$ cat src/rtl/lcdreg_pkg.sv
package lcdreg_pkg;

    localparam int DATA_W = 32;
    localparam int DIM_W  = 12;
    localparam int FLD_W  = 11;
    localparam int PIX_W  = 3;
    localparam int OFS_W  = 20;

    localparam logic [OFS_W-1:0] OFS_BASE = 20'h00000;
    localparam logic [OFS_W-1:0] OFS_DFRM = 20'h00018;
    localparam logic [OFS_W-1:0] OFS_DCTL = 20'h0001C;
    localparam logic [OFS_W-1:0] OFS_CTL1 = 20'h00800;
    localparam logic [OFS_W-1:0] OFS_CTL2 = 20'h00804;
    localparam logic [OFS_W-1:0] OFS_GEOM = 20'h00810;
    localparam logic [OFS_W-1:0] OFS_PWR  = 20'h0083C;

    localparam logic [DATA_W-1:0] RST_PWR  = 32'h0000_000E;
    localparam logic [DATA_W-1:0] RST_CTL1 = 32'h0000_2000;

    typedef enum logic [2:0] {
        SEL_NONE,
        SEL_BASE,
        SEL_DFRM,
        SEL_DCTL,
        SEL_CTL1,
        SEL_CTL2,
        SEL_GEOM,
        SEL_PWR
    } sel_e;

    typedef struct packed {
        logic [DATA_W-1:0] base;
        logic [DATA_W-1:0] dfrm;
        logic [DATA_W-1:0] dctl;
        logic [DATA_W-1:0] ctl1;
        logic [DATA_W-1:0] ctl2;
        logic [DATA_W-1:0] geom;
        logic [DATA_W-1:0] pwr;
    } regs_t;

    typedef struct packed {
        logic              en;
        logic [DATA_W-1:0] base;
        logic [DIM_W-1:0]  width;
        logic [DIM_W-1:0]  height;
        logic [PIX_W-1:0]  pix;
    } scan_t;

    function automatic sel_e decode_ofs(input logic [OFS_W-1:0] ofs);
        case (ofs)
            OFS_BASE: return SEL_BASE;
            OFS_DFRM: return SEL_DFRM;
            OFS_DCTL: return SEL_DCTL;
            OFS_CTL1: return SEL_CTL1;
            OFS_CTL2: return SEL_CTL2;
            OFS_GEOM: return SEL_GEOM;
            OFS_PWR:  return SEL_PWR;
            default:  return SEL_NONE;
        endcase
    endfunction

    function automatic logic [DIM_W-1:0] dim_plus_one(input logic [FLD_W-1:0] f);
        return {1'b0, f} + {{(DIM_W-1){1'b0}}, 1'b1};
    endfunction

    function automatic scan_t make_scan(input regs_t r);
        scan_t s;
        s.en     = r.dctl[0];
        s.base   = r.base;
        s.width  = dim_plus_one(r.geom[31:21]);
        s.height = dim_plus_one(r.geom[10:0]);
        s.pix    = r.ctl2[7:5];
        return s;
    endfunction

endpackage

$ cat src/rtl/lcdreg_decode.sv
module lcdreg_decode
    import lcdreg_pkg::*;
#(
    parameter int ADDR_W   = 32,
    parameter int WIN_BITS = OFS_W
) (
    input  logic [ADDR_W-1:0] addr,
    output sel_e              sel
);
    localparam int HI_W = ADDR_W - WIN_BITS;

    logic [WIN_BITS-1:0] ofs;
    logic [HI_W-1:0]     unused_addr_hi;

    assign ofs            = addr[WIN_BITS-1:0];
    assign unused_addr_hi = addr[ADDR_W-1:WIN_BITS];
    assign sel            = decode_ofs(ofs);
endmodule

$ cat src/rtl/lcdreg_bank.sv
module lcdreg_bank
    import lcdreg_pkg::*;
#(
    parameter int STROBE_STAGES = 2
) (
    input  logic              clk,
    input  logic              rst,
    input  logic              we,
    input  sel_e              sel,
    input  logic [DATA_W-1:0] wdata,
    output regs_t             regs,
    output logic              resize
);
    logic [STROBE_STAGES-1:0] geom_pipe;

    always_ff @(posedge clk) begin
        if (rst) begin
            regs.base <= '0;
            regs.dfrm <= '0;
            regs.dctl <= '0;
            regs.ctl1 <= RST_CTL1;
            regs.ctl2 <= '0;
            regs.geom <= '0;
            regs.pwr  <= RST_PWR;
        end else if (we) begin
            case (sel)
                SEL_BASE: regs.base <= wdata;
                SEL_DFRM: regs.dfrm <= wdata;
                SEL_DCTL: regs.dctl <= wdata;
                SEL_CTL1: regs.ctl1 <= wdata;
                SEL_CTL2: regs.ctl2 <= wdata;
                SEL_GEOM: regs.geom <= wdata;
                SEL_PWR:  regs.pwr  <= wdata;
                default:  ;
            endcase
        end
    end

    generate
        for (genvar i = 0; i < STROBE_STAGES; i++) begin : g_pipe
            if (i == 0) begin : g_head
                always_ff @(posedge clk) begin
                    if (rst) geom_pipe[0] <= 1'b0;
                    else     geom_pipe[0] <= we && (sel == SEL_GEOM);
                end
            end else begin : g_tail
                always_ff @(posedge clk) begin
                    if (rst) geom_pipe[i] <= 1'b0;
                    else     geom_pipe[i] <= geom_pipe[i-1];
                end
            end
        end
    endgenerate

    assign resize = geom_pipe[STROBE_STAGES-1];
endmodule

$ cat src/rtl/lcdreg_read.sv
module lcdreg_read
    import lcdreg_pkg::*;
(
    input  logic              clk,
    input  logic              rst,
    input  logic              re,
    input  sel_e              sel,
    input  regs_t             regs,
    output logic [DATA_W-1:0] rdata
);
    logic [DATA_W-1:0] mux;

    always_comb begin
        case (sel)
            SEL_DFRM: mux = regs.dfrm;
            SEL_DCTL: mux = regs.dctl;
            SEL_CTL1: mux = regs.ctl1;
            SEL_CTL2: mux = regs.ctl2;
            SEL_GEOM: mux = regs.geom;
            SEL_PWR:  mux = regs.pwr;
            default:  mux = '0;
        endcase
    end

    always_ff @(posedge clk) begin
        if (rst)     rdata <= '0;
        else if (re) rdata <= mux;
        else         rdata <= '0;
    end
endmodule

$ cat src/rtl/lcd_csr_top.sv
module lcd_csr_top
    import lcdreg_pkg::*;
#(
    parameter int ADDR_W   = 32,
    parameter int WIN_BITS = OFS_W
) (
    input  logic              clk,
    input  logic              rst,
    input  logic [ADDR_W-1:0] bus_addr,
    input  logic              bus_we,
    input  logic [DATA_W-1:0] bus_wdata,
    input  logic              bus_re,
    output logic [DATA_W-1:0] bus_rdata,
    output logic              scan_en,
    output logic [DATA_W-1:0] scan_base,
    output logic [DIM_W-1:0]  scan_width,
    output logic [DIM_W-1:0]  scan_height,
    output logic [PIX_W-1:0]  scan_pix_code,
    output logic              resize_pulse
);
    sel_e  sel;
    regs_t regs;
    scan_t scan;

    lcdreg_decode #(.ADDR_W(ADDR_W), .WIN_BITS(WIN_BITS)) u_dec (
        .addr (bus_addr),
        .sel  (sel)
    );

    lcdreg_bank #(.STROBE_STAGES(2)) u_bank (
        .clk    (clk),
        .rst    (rst),
        .we     (bus_we),
        .sel    (sel),
        .wdata  (bus_wdata),
        .regs   (regs),
        .resize (resize_pulse)
    );

    lcdreg_read u_rd (
        .clk   (clk),
        .rst   (rst),
        .re    (bus_re),
        .sel   (sel),
        .regs  (regs),
        .rdata (bus_rdata)
    );

    assign scan          = make_scan(regs);
    assign scan_en       = scan.en;
    assign scan_base     = scan.base;
    assign scan_width    = scan.width;
    assign scan_height   = scan.height;
    assign scan_pix_code = scan.pix;
endmodule

$ cat config.mk
export PLATFORM = sky130hd
export DESIGN_NAME = lcd_csr_top
export DESIGN_NICKNAME = d
export VERILOG_FILES = /design/src/rtl/lcdreg_pkg.sv /design/src/rtl/lcdreg_decode.sv /design/src/rtl/lcdreg_bank.sv /design/src/rtl/lcdreg_read.sv /design/src/rtl/lcd_csr_top.sv
export SDC_FILE = /design/constraint.sdc
export NUM_CORES = 1
export LEC_CHECK = 0
export ABC_AREA = 1
export BUFFER_PORTS_ARGS = -buffer_cell sky130_fd_sc_hd__buf_2
export CORE_MARGIN = 2
export CORE_UTILIZATION = 45
export DETAILED_ROUTE_END_ITERATION = 12
export PLACE_DENSITY = 0.68
export SLEW_MARGIN = 10
export SYNTH_ARGS = -nofsm -noshare
export SYNTH_HDL_FRONTEND = slang
export SYNTH_SLANG_ARGS = --single-unit
$ cat constraint.sdc
create_clock -name clk -period 1.7 [get_ports clk]
set_clock_uncertainty 0.05 [all_clocks]
set_input_delay 0.425 -clock clk [delete_from_list [all_inputs] [get_ports clk]]
set_output_delay 0.425 -clock clk [all_outputs]
set_load 0.05 [all_outputs]
==> results.txt, run 1 <==
* Max-cap viol count: 0
- For this run, the leading register cell type out of synthesis is dfxtp_1.
- The number of endpoints with negative hold slack in the final report is 0.
- For this configuration, the core starts out at a cell density of 45.5%.
* Final setup vio count: 23
* Register clock-pin slew on the reported worst setup and hold paths: 60 ps
- Outcome: finished, violations left
- The later pin in the worst-skew pair is clocked with a latency of 530 ps.
- DIE WIDTH: 160 µm
- Across all register-to-register paths, the minimum setup slack is 550 ps.
- Required time worst endpoint: 1220 ps
* Slowest cell on the critical path: dfxtp_2
- The initial antenna violation count was 1.
* Count of port buffers added during placement: 148
* Number of optimization iterations in the first detailed-route pass: 7
- Global placement routability congestion: 0.894
* Footprint of the multi-input gates: 0.00523 mm²
* Ys Warns: 0
- The endpoint identified for the worst register-to-register timing path is u_rd.rdata[0].
* Violations in the final reports: negative setup slack
- After synthesis, the mean cell area works out to 7.46 µm².
- Register area: 0.00518 mm²
- Layout area overhead: 36.7%
- Core Region: 0.0241 mm²
* Type of element capturing the critical path: output port
- Top area cells in the synthesized netlist: dfxtp_1 47%, a21oi_1 9.4%, o21ai_0 8.9%
* CTS tree: yes
* Worst Hold Path EP: u_bank.resize
- Height of the die: 160 µm
* GRT overflow: 0
- Synthesized Nets: 1539
- Number of buffers added by the clock tree synthesis step: 26
- For this design the static power due to leakage is 6.65 nW.
- Global routing consumed, over all layers together, 24.6% of the routing resources.
* Maximum cell stage delay along the critical path: 360 ps
- In this run, synthesis produced a sequential element count of 258.
- The worst setup path is of the flop to output port kind.
- The worst hold path passes through 2 cells.
- Number of non-filler instances in the completed layout: 2024
- Detail Route Antenna Nets: 0
- Number of global-route vias before repair: 9440
* Fillers: 2141
- In this run the power density over the cells is 828 mW/mm².
- In the post-synthesis netlist, the cell with the most instances is dfxtp_1.
- Synthesis produced a netlist whose cell count is 1469.
- By count the netlist is led by 258 x dfxtp_1, 220 x nand2_1, 205 x a21oi_1, 194 x o21ai_0, 133 x nor2_1.
- Relative max-transition margin: 75.4%
* Number of enable-type register cells in the synthesized netlist: 0
- Number of rows created at floorplan: 57
- Clock H-tree levels: 1
* Internal Power: 9.70 mW
* Via count of the routed design: 10.6k
- In this run the deepest clock path goes through 3 buffers.
* Detailed Place HPWL: 22500 µm
- Once routing completed, OpenROAD measured the worst setup slack at -780 ps.
- For this design, the CTS-stage hold fixing added 0 buffers.
- Synth cell types: 29
* Maximum vdd ir drop: 0.523 mV
- After the last flow step, the layout net total stands at 1750.
- The critical path contains buffers and inverters numbering 2 combined.
- Summing every instance area after synthesis gives 0.0110 mm².
- Synth area leader: dfxtp_1
- After detailed routing, the number of vias per cell comes to 5.25.
- Dividing the detail-routed wire length by the instance count gives 17.2 µm.
* Sequential element share of the synthesized area: 47.1%
* Iter 0 DRT Violations: 1046
- Pin placement for this block handled 161 I/O pins.
- Measured in cells, the most critical reg-to-reg path has a length of 6.
- Sequential cells account for 48.6% of the total power.
* Worst-Margin Slew: 368 ps
- Highest clock rate: 403 MHz
- RSZ-0062 raised after global routing: yes
- Fin crit period: 2480 ps
* Number of placed cells counting well taps: 1934
- For this run, asynchronously set or reset flops after synthesis account for 0%.
* Most used cell along the critical path: buf_6
- The die covers 0.0256 mm².
* Worst hold path class: input pin to flop
- Maximum number of pins on one net before global-route repair: 65
- Max-slew violations: 0
- Share of Yosys cell area claimed by the top area cell type: 47.1%
* Psw: 2.72 mW
* Worst path cell trace: buf_6 -> nand3_4 -> nor3_4 -> nand3_2 -> nor2_2 -> nand2_2 -> xor2_4 -> buf_6
- Data on the critical path arrives at its endpoint at 2000 ps.
- Combinational logic burns 3.4% of the power.
* Total power: 12.4 mW
- Final clock period utilization by the worst path: 146%
* Critical-path maximum fanout: 2
* Startpoint of the lowest-slack hold path: rst
- Aggregate routed wire length: 34800 µm
- The first global-routing pass estimated 51100 µm of wire.
- Final core area utilization: 62.2%
* DRC violation count after routing: 0
* Buffer cell driving the clock tree root: clkbuf_16
- Critical path launch point type: flop
* Switching share of total power: 21.9%
- The worst register-to-register path begins at u_bank.regs[32].
- Number of clock sinks seen by CTS: 258
* Fraction of layout cells with a size suffix above 1: 28.9%
- Among cell families on the critical path, the largest total delay comes from simple AND/OR/NAND/NOR gates.
- Clock power share: 47.9%
==> cell type report <==
class | instances | area share, %
inverter | 140 | 3.69
multi-input combinational | 941 | 34.9
antenna | 1 | 0.0167
sequential | 258 | 34.6
clock buffer | 36 | 5.00
clock inverter | 11 | 0.910
timing repair buffer | 313 | 18.2
tap | 324 | 2.70
==> timing repair <==
| action | CTS | global route |
|---|---|---|
| setup endpoints to repair | 26 | 87 |
| gates cloned | 0 | 13 |
| pin swaps | 18 | 62 |
| buffers inserted | 8 | 27 |
| resized for setup | 70 | 111 |
==> power by group through the flow <==
stage / registers, mW / logic [mW] / clock network, mW
after floorplan: 6.17 / 0.166 / 0
after global placement: 6.17 / 0.384 / 0
after detailed placement: 6.17 / 0.384 / 0
after CTS: 6.04 / 0.386 / 6.00
after global routing: 6.03 / 0.458 / 6.26
final: 6.04 / 0.426 / 5.95
==> worst max-delay path by stage <==
| stage | startpoint | to | slack, ps | depth (start not counted) |
|---|---|---|---|---|
| global placement | bus_addr[9] | u_rd.rdata[0] | -520 | 14 |
| floorplan | u_bank.regs[32] | scan_height[10] | -330 | 6 |
| CTS | u_bank.regs[33] | scan_height[10] | -840 | 7 |
| finish | u_bank.regs[32] | scan_height[9] | -780 | 8 |
| detailed placement | bus_addr[9] | u_rd.rdata[0] | -530 | 14 |
| global route | u_bank.regs[32] | scan_height[9] | -890 | 8 |
==> through the flow <==
step / worst slack [ps] / hold WS [ps] / area (µm²) / TNS, ps
after floorplan: -328 / 338 / 11400 / -10310
after CTS: -839 / 52.8 / 14200 / -11730
after global routing: -891 / 56.2 / 15000 / -15020
final: -780 / 64.5 / 15000 / -11660
after detailed placement: -529 / 347 / 13000 / -81830
after global placement: -521 / 340 / 13000 / -75830
==> state kept, by name (all words and copies together) (netlist names) <==
| name | cells |
|---|---|
| u_rd.rdata | 32 |
| u_bank.resize | 1 |
| u_bank.regs | 224 |
| u_bank.geom_pipe | 1 |
==> per-layer routing <==
metal	global-route usage [%]	vias up	share of wire, %
met3	3.82	51	8.8
met4	4.59	0	1.6
met5	0	-	0
met1	38.1	4855	46
li1	-	5239	-
met2	36.2	484	43
==> kinds of logic (layout without fill, tap and decap cells) <==
family / after synthesis / in the layout / share of synthesized area (%)
compound gates: 436 / 436 / 20.1
xor+xnor: 18 / 18 / 1.44
flops: 258 / 258 / 47.1
fa+ha+maj: 2 / 2 / 0.228
buf+inv: 272 / 500 / 11.6
other cells: 0 / 1 / 0
simple gates: 483 / 485 / 19.6
==> layout by cell type (no fill, tap or decap), types with 4 or more instances in the layout <==
master     synthesis  final
nand3b_1          16     16
buf_4             43    111
nand3_4            0      7
inv_1            132    121
nand4_1           50     50
nor2_1           133    102
nor3_4             0      6
o21ai_1           30     26
xor2_4             0      8
dfxtp_2            0      4
xor2_2             0      6
buf_8              0      6
clkbuf_1          55      5
nand2_1          220    203
buf_2             25    115
clkbuf_16          0     35
o21ai_0          194    194
nor2_2             6     23
nor2_4             6     21
clkinv_2           0      6
dfxtp_1          258    250
buf_12             0     24
nand2_2            1     14
dfxtp_4            0      4
clkbuf_8           0      4
o21ai_2            0      4
nand3_2            2      6
buf_6              7     47
o211ai_1           4      4
inv_4              0      5
inv_2              7     11
xor2_1            18      4
a21oi_1          205    203
nand3_1           37     26
Note: power is estimated with default switching activity, not from simulation.
==> run 2, diff against run 1 <==
PLACE_DENSITY = 0.67   (was 0.68)
SYNTH_HIERARCHICAL = 1   (was unset)
==> run 2 against run 1 <==
The flow still finishes with violations (negative setup slack). Power rose by 1.6%. Non-clock buffer count rose by 44. Fmax rose by 18%. Clock-buffer cell count rose by 4. Hold slack improved by 2.5 ps. First-iteration DRC count rose by 79%. Combinational power rose by 66%. Routed wire length rose by 49%. Register-to-register slack got worse by 50 ps. Global-route usage rose by 2.5 points. Die area rose by 12%. Via count rose by 38%. Largest cell class unchanged.
==> results.txt, run 2 <==
* Count of port buffers added during placement: 148 (unchanged)
* Post-synthesis compound-gate area fraction: 2.72% (was 20.1%)
- Global-route wire length before repair: 62700 µm (was 51100 µm)
* Initial core utilization: 45.7% (was 45.5%)
* Share of synthesized cell area in full adder, half adder and majority cells: 0.203% (was 0.228%)
- The critical path startpoint category was a flop (unchanged).
- The clock tree buffer depth came to 3 (unchanged).
- The final cell count without fillers was 2537 (was 2024).
- Synth cell types: 21 (was 29)
- Layout area overhead: 57.1% (was 36.7%)
* Final clock period utilization by the worst path: 124% (was 146%)
- The number of iterations in the first detailed-routing pass came to 7 (unchanged).
- The end of the worst register-to-register path is u_rd/rdata[21] (was u_rd.rdata[0]).
- The worst-case hold path end point is u_bank/regs[1] (was u_bank.resize).
- DIE WIDTH: 170 µm (was 160 µm)
- Global placement routability congestion: 0.874 (was 0.894)
* Most common cell in the netlist: nor2_1 (was dfxtp_1)
* # diodes: 0 (was 1)
- Final setup vio count: 275 (was 23)
- Cell count after synthesis: 1926 (was 1469)
* Synth Register Bits: 258 (unchanged)
* Clock H-tree levels: 1 (unchanged)
- Number of placed cells counting well taps: 2380 (was 1934)
* Violations in the final reports: negative setup slack (unchanged)
- Post-detailed-route wirelength per cell: 20.5 µm (was 17.2 µm)
- Area share of xor/xnor cells in the synthesized design: 0.426% (was 1.44%)
- Synthesized Nets: 1996 (was 1539)
- The initial antenna violation count was 0 (was 1).
- Clock insertion delay at the later pin of the skew report: 550 ps (was 530 ps)
* Met2 Wirelength: 23100 µm (was 15100 µm)
* Relative max-transition margin: 57.7% (was 75.4%)
- Async S/R FF share, synth: 0% (unchanged)
- CP Class: flop to output port (unchanged)
- The number of nets with antenna violations after detailed routing came to 0 (unchanged).
- The ratio of total power to cell area is 652 mW/mm² (was 828 mW/mm²).
- Ys Warns: 6 (was 0)
- Final design area excluding fillers: 0.0194 mm² (was 0.0150 mm²)
- Hold bufs inserted after CTS: 0 (unchanged)
- The leakage power figure came to 7.91 nW (was 6.65 nW).
* Buffer cell driving the clock tree root: clkbuf_16 (unchanged)
* Length in cells of the worst reg-to-reg path: 6 (unchanged)
- The worst path required time was 1220 ps (about the same).
- Worst path cell trace: buf_6 -> nand3_4 -> nor2_4 -> nand3_2 -> nor2_2 -> buf_6 (was buf_6 -> nand3_4 -> nor3_4 -> nand3_2 -> nor2_2 -> nand2_2 -> xor2_4 -> buf_6).
- Final core area utilization: 71.8% (was 62.2%)
* Top-level I/O count: 161 (unchanged)
- Top area cells in the synthesized netlist: dfxtp_1 42%, nor2_1 17%, nand2_1 12% (was dfxtp_1 47%, a21oi_1 9.4%, o21ai_0 8.9%)
- The final-report max-slew violation count came to 0 (unchanged).
- Number of clock sinks seen by CTS: 258 (unchanged)
- The placement-stage cell area came to 0.0145 mm² (was 0.0130 mm²).
- Core Region: 0.0270 mm² (was 0.0241 mm²)
- The total area of multi-input combinational cells came to 0.00800 mm² (was 0.00523 mm²).
- The endpoint class of the critical path is an output port (unchanged).
- Maximum number of pins on one net before global-route repair: 59 (was 65)
- Met3 routed wirelength: 5850 µm (was 3050 µm)
- Height of the die: 170 µm (was 160 µm)
- The setup slack on the worst flop-to-flop path was 500 ps (was 550 ps).
* Fraction of layout cells with a size suffix above 1: 37.2% (was 28.9%)
* Synthesized area: 0.0123 mm² (was 0.0110 mm²)
* Most used cell along the critical path: buf_6 (unchanged)
- Max-cap viol count: 0 (unchanged)
- The slowest library cell on the worst path was dfxtp_4 (was dfxtp_2).
* Synthesized area divided by synthesized cell count: 6.40 µm² (was 7.46 µm²)
* Main combinational cell family by area after synthesis: simple AND/OR/NAND/NOR gates (was compound AO/OA/AOI/OAI gates)
* Number of enable-type register cells in the synthesized netlist: 0 (unchanged)
- The number of CTS-inserted buffers is 27 (was 26).
- The maximum fanout along the worst path was 6 (was 2).
- The half-perimeter wire length after detailed placement is 25100 µm (was 22500 µm).
* Worst-Margin Slew: 633 ps (was 368 ps)
- Met1 wire length: 19600 µm (was 16100 µm)
* Commonest non-fill, non-tap cell in the layout: nor2_1 (was dfxtp_1)
- Outcome: finished, violations left (unchanged).
- The arrival time of data at the critical path endpoint came to 1630 ps (was 2000 ps).
* GRT overflow: 0 (unchanged)
- The area share of the leading cell type in the synthesized netlist was 41.9% (was 47.1%).
- Via count of the routed design: 14.7k (was 10.6k)
- Dominant register cell in the synthesized netlist: dfxtp_1 (unchanged)
- Maximum vdd ir drop: 0.695 mV (was 0.523 mV)
- The hold path depth is 3 (was 2).
- Number of endpoints with negative hold slack in the final report: 0 (unchanged)
- The average vias per placed instance is 5.80 (was 5.25).
* Register area: 0.00519 mm² (was 0.00518 mm²)
* Highest clock rate: 474 MHz (was 403 MHz)
* Worst hold path class: input pin to flop (unchanged)
* Beginning of the worst register-to-register path: u_bank/regs[53] (was u_bank.regs[32])
* Aggregate routed wire length: 51900 µm (was 34800 µm)
- Post-layout net count: 2248 (was 1750)
* Iter 0 DRT Violations: 1869 (was 1046)
- The flip-flop count of the largest register after layout came to 224 (unchanged).
- The highest routing layer actually used is met4 (unchanged).
* Maximum cell stage delay along the critical path: 360 ps (about the same)
- DRC violation count after routing: 0 (unchanged)
- RSZ-0062 raised after global routing: yes (unchanged)
- Leading cell types in the layout, fill and taps excluded: 480 x nor2_1, 299 x nand2_1, 245 x dfxtp_1 (was 250 x dfxtp_1, 203 x a21oi_1, 203 x nand2_1).
- The clock transition at the registers of the reported paths came to 70 ps (was 60 ps).
* Top register by number of flip-flops: u_bank/regs (was u_bank.regs)
- Synth area leader: dfxtp_1 (unchanged)
- Sequential element share of the synthesized area: 41.9% (was 47.1%)
- PnR worst setup slack: -409 ps (was -780 ps)
* Fillers: 1934 (was 2141)
* Area fraction in and, or, nand and nor cells after synthesis: 45.5% (was 19.6%)
- Commonest cells in the synthesized netlist: 566 x nor2_1, 386 x nand2_1, 258 x dfxtp_1, 249 x nand3_1, 135 x inv_1 (was 258 x dfxtp_1, 220 x nand2_1, 205 x a21oi_1, 194 x o21ai_0, 133 x nor2_1).
* Fin crit period: 2110 ps (was 2480 ps)
* Number of global-route vias before repair: 11.8k (was 9440)
* Global Route Usage Sum: 27.1% (was 24.6%)
- Registers with the most flip-flops: u_bank/regs x224, u_rd/rdata x32 (was u_bank.regs x224, u_rd.rdata x32)
- Startpoint of the lowest-slack hold path: bus_wdata[1] (was rst)
- The clock tree from TritonCTS is yes (unchanged).
- The area enclosed by the die boundary was 0.0287 mm² (was 0.0256 mm²).
- The cell row count was 60 (was 57).
- The proportion of synthesized area in mux cells was 0% (unchanged).
==> run 2: changes by cell type after synthesis, sizes merged, moves of 4 or more <==
cell    previous run  this run
nor2             145       580
o21ai            224         4
a21oi            205        63
nor3               7         1
nand2            222       387
nand4             50        97
nand3b            16         0
xor2              18         4
clkbuf            57        25
buf               75       111
o211ai             4         0
nand3             39       254
==> run 2: critical path, delay by kind of cell (launching register included) <==
family / cells / cell delay [ps]
simple gates: 4 / 450
flops: 1 / 360
buf+inv: 2 / 260
==> run 2: repair_timing <==
action                                  4_1_cts  5_1_grt
cloned                                        7       51
pin swaps                                    20      214
setup buffers                                16       41
gates resized for setup                     107      488
endpoints found under the setup margin      153      252
==> run 2: worst max-delay path by stage <==
stage / from / endpoint / cells after the start
2_1_floorplan: u_bank/regs[34] / scan_height[3] / 2
3_3_place_gp: bus_addr[13] / u_rd/rdata[0] / 13
3_5_place_dp: bus_addr[15] / u_rd/rdata[0] / 13
4_1_cts: u_bank/regs[32] / scan_height[10] / 7
5_1_grt: u_bank/regs[54] / scan_width[11] / 6
6_report: u_bank/regs[53] / scan_width[11] / 6
==> run 2: where the power goes <==
group          switching [mW]  leakage (nW)  total [mW]  internal, mW
logic                   0.503          5.40       0.706         0.203
clock network            2.52         0.428        5.87          3.36
registers          0.00000701          2.08        6.04          6.04
total                    3.02          7.91        12.6          9.60
==> run 2: through the flow <==
step	setup WS [ps]	setup TNS (ps)	power [mW]	hold WS [ps]
floorplan	-163	-25900	6.51	338
global placement	-636	-124940	6.75	378
detailed placement	-647	-135670	6.75	382
CTS	-455	-8050	12.5	52.3
global route	-491	-50590	12.9	89.1
finish	-409	-33180	12.6	66.9
==> run 2: cell type report <==
| type | instances | area share [%] |
|---|---|---|
| Sequential cell | 258 | 26.8 |
| Clock buffer | 40 | 4.10 |
| Inverter | 137 | 2.96 |
| Timing Repair Buffer | 357 | 22.3 |
| Multi-Input combinational cell | 1397 | 41.3 |
| Tap cell | 341 | 2.20 |
| Clock inverter | 7 | 0.310 |
==> run 2: layer usage <==
layer / GRT usage [%] / up-vias
met3: 2.85 / 279
li1: - / 6616
met1: 39.4 / 6786
met4: 7.62 / 0
met5: 0 / -
met2: 42.8 / 1038
==> run 2: cells by family (layout without fill, tap and decap cells) <==
logic type / after synthesis / count (layout)
AO/OA/AOI/OAI: 67 / 67
XOR/XNOR: 6 / 6
adder cells (fa/ha/maj): 2 / 2
buffers and inverters: 273 / 541
flip-flops: 258 / 258
AND/OR/NAND/NOR: 1320 / 1322
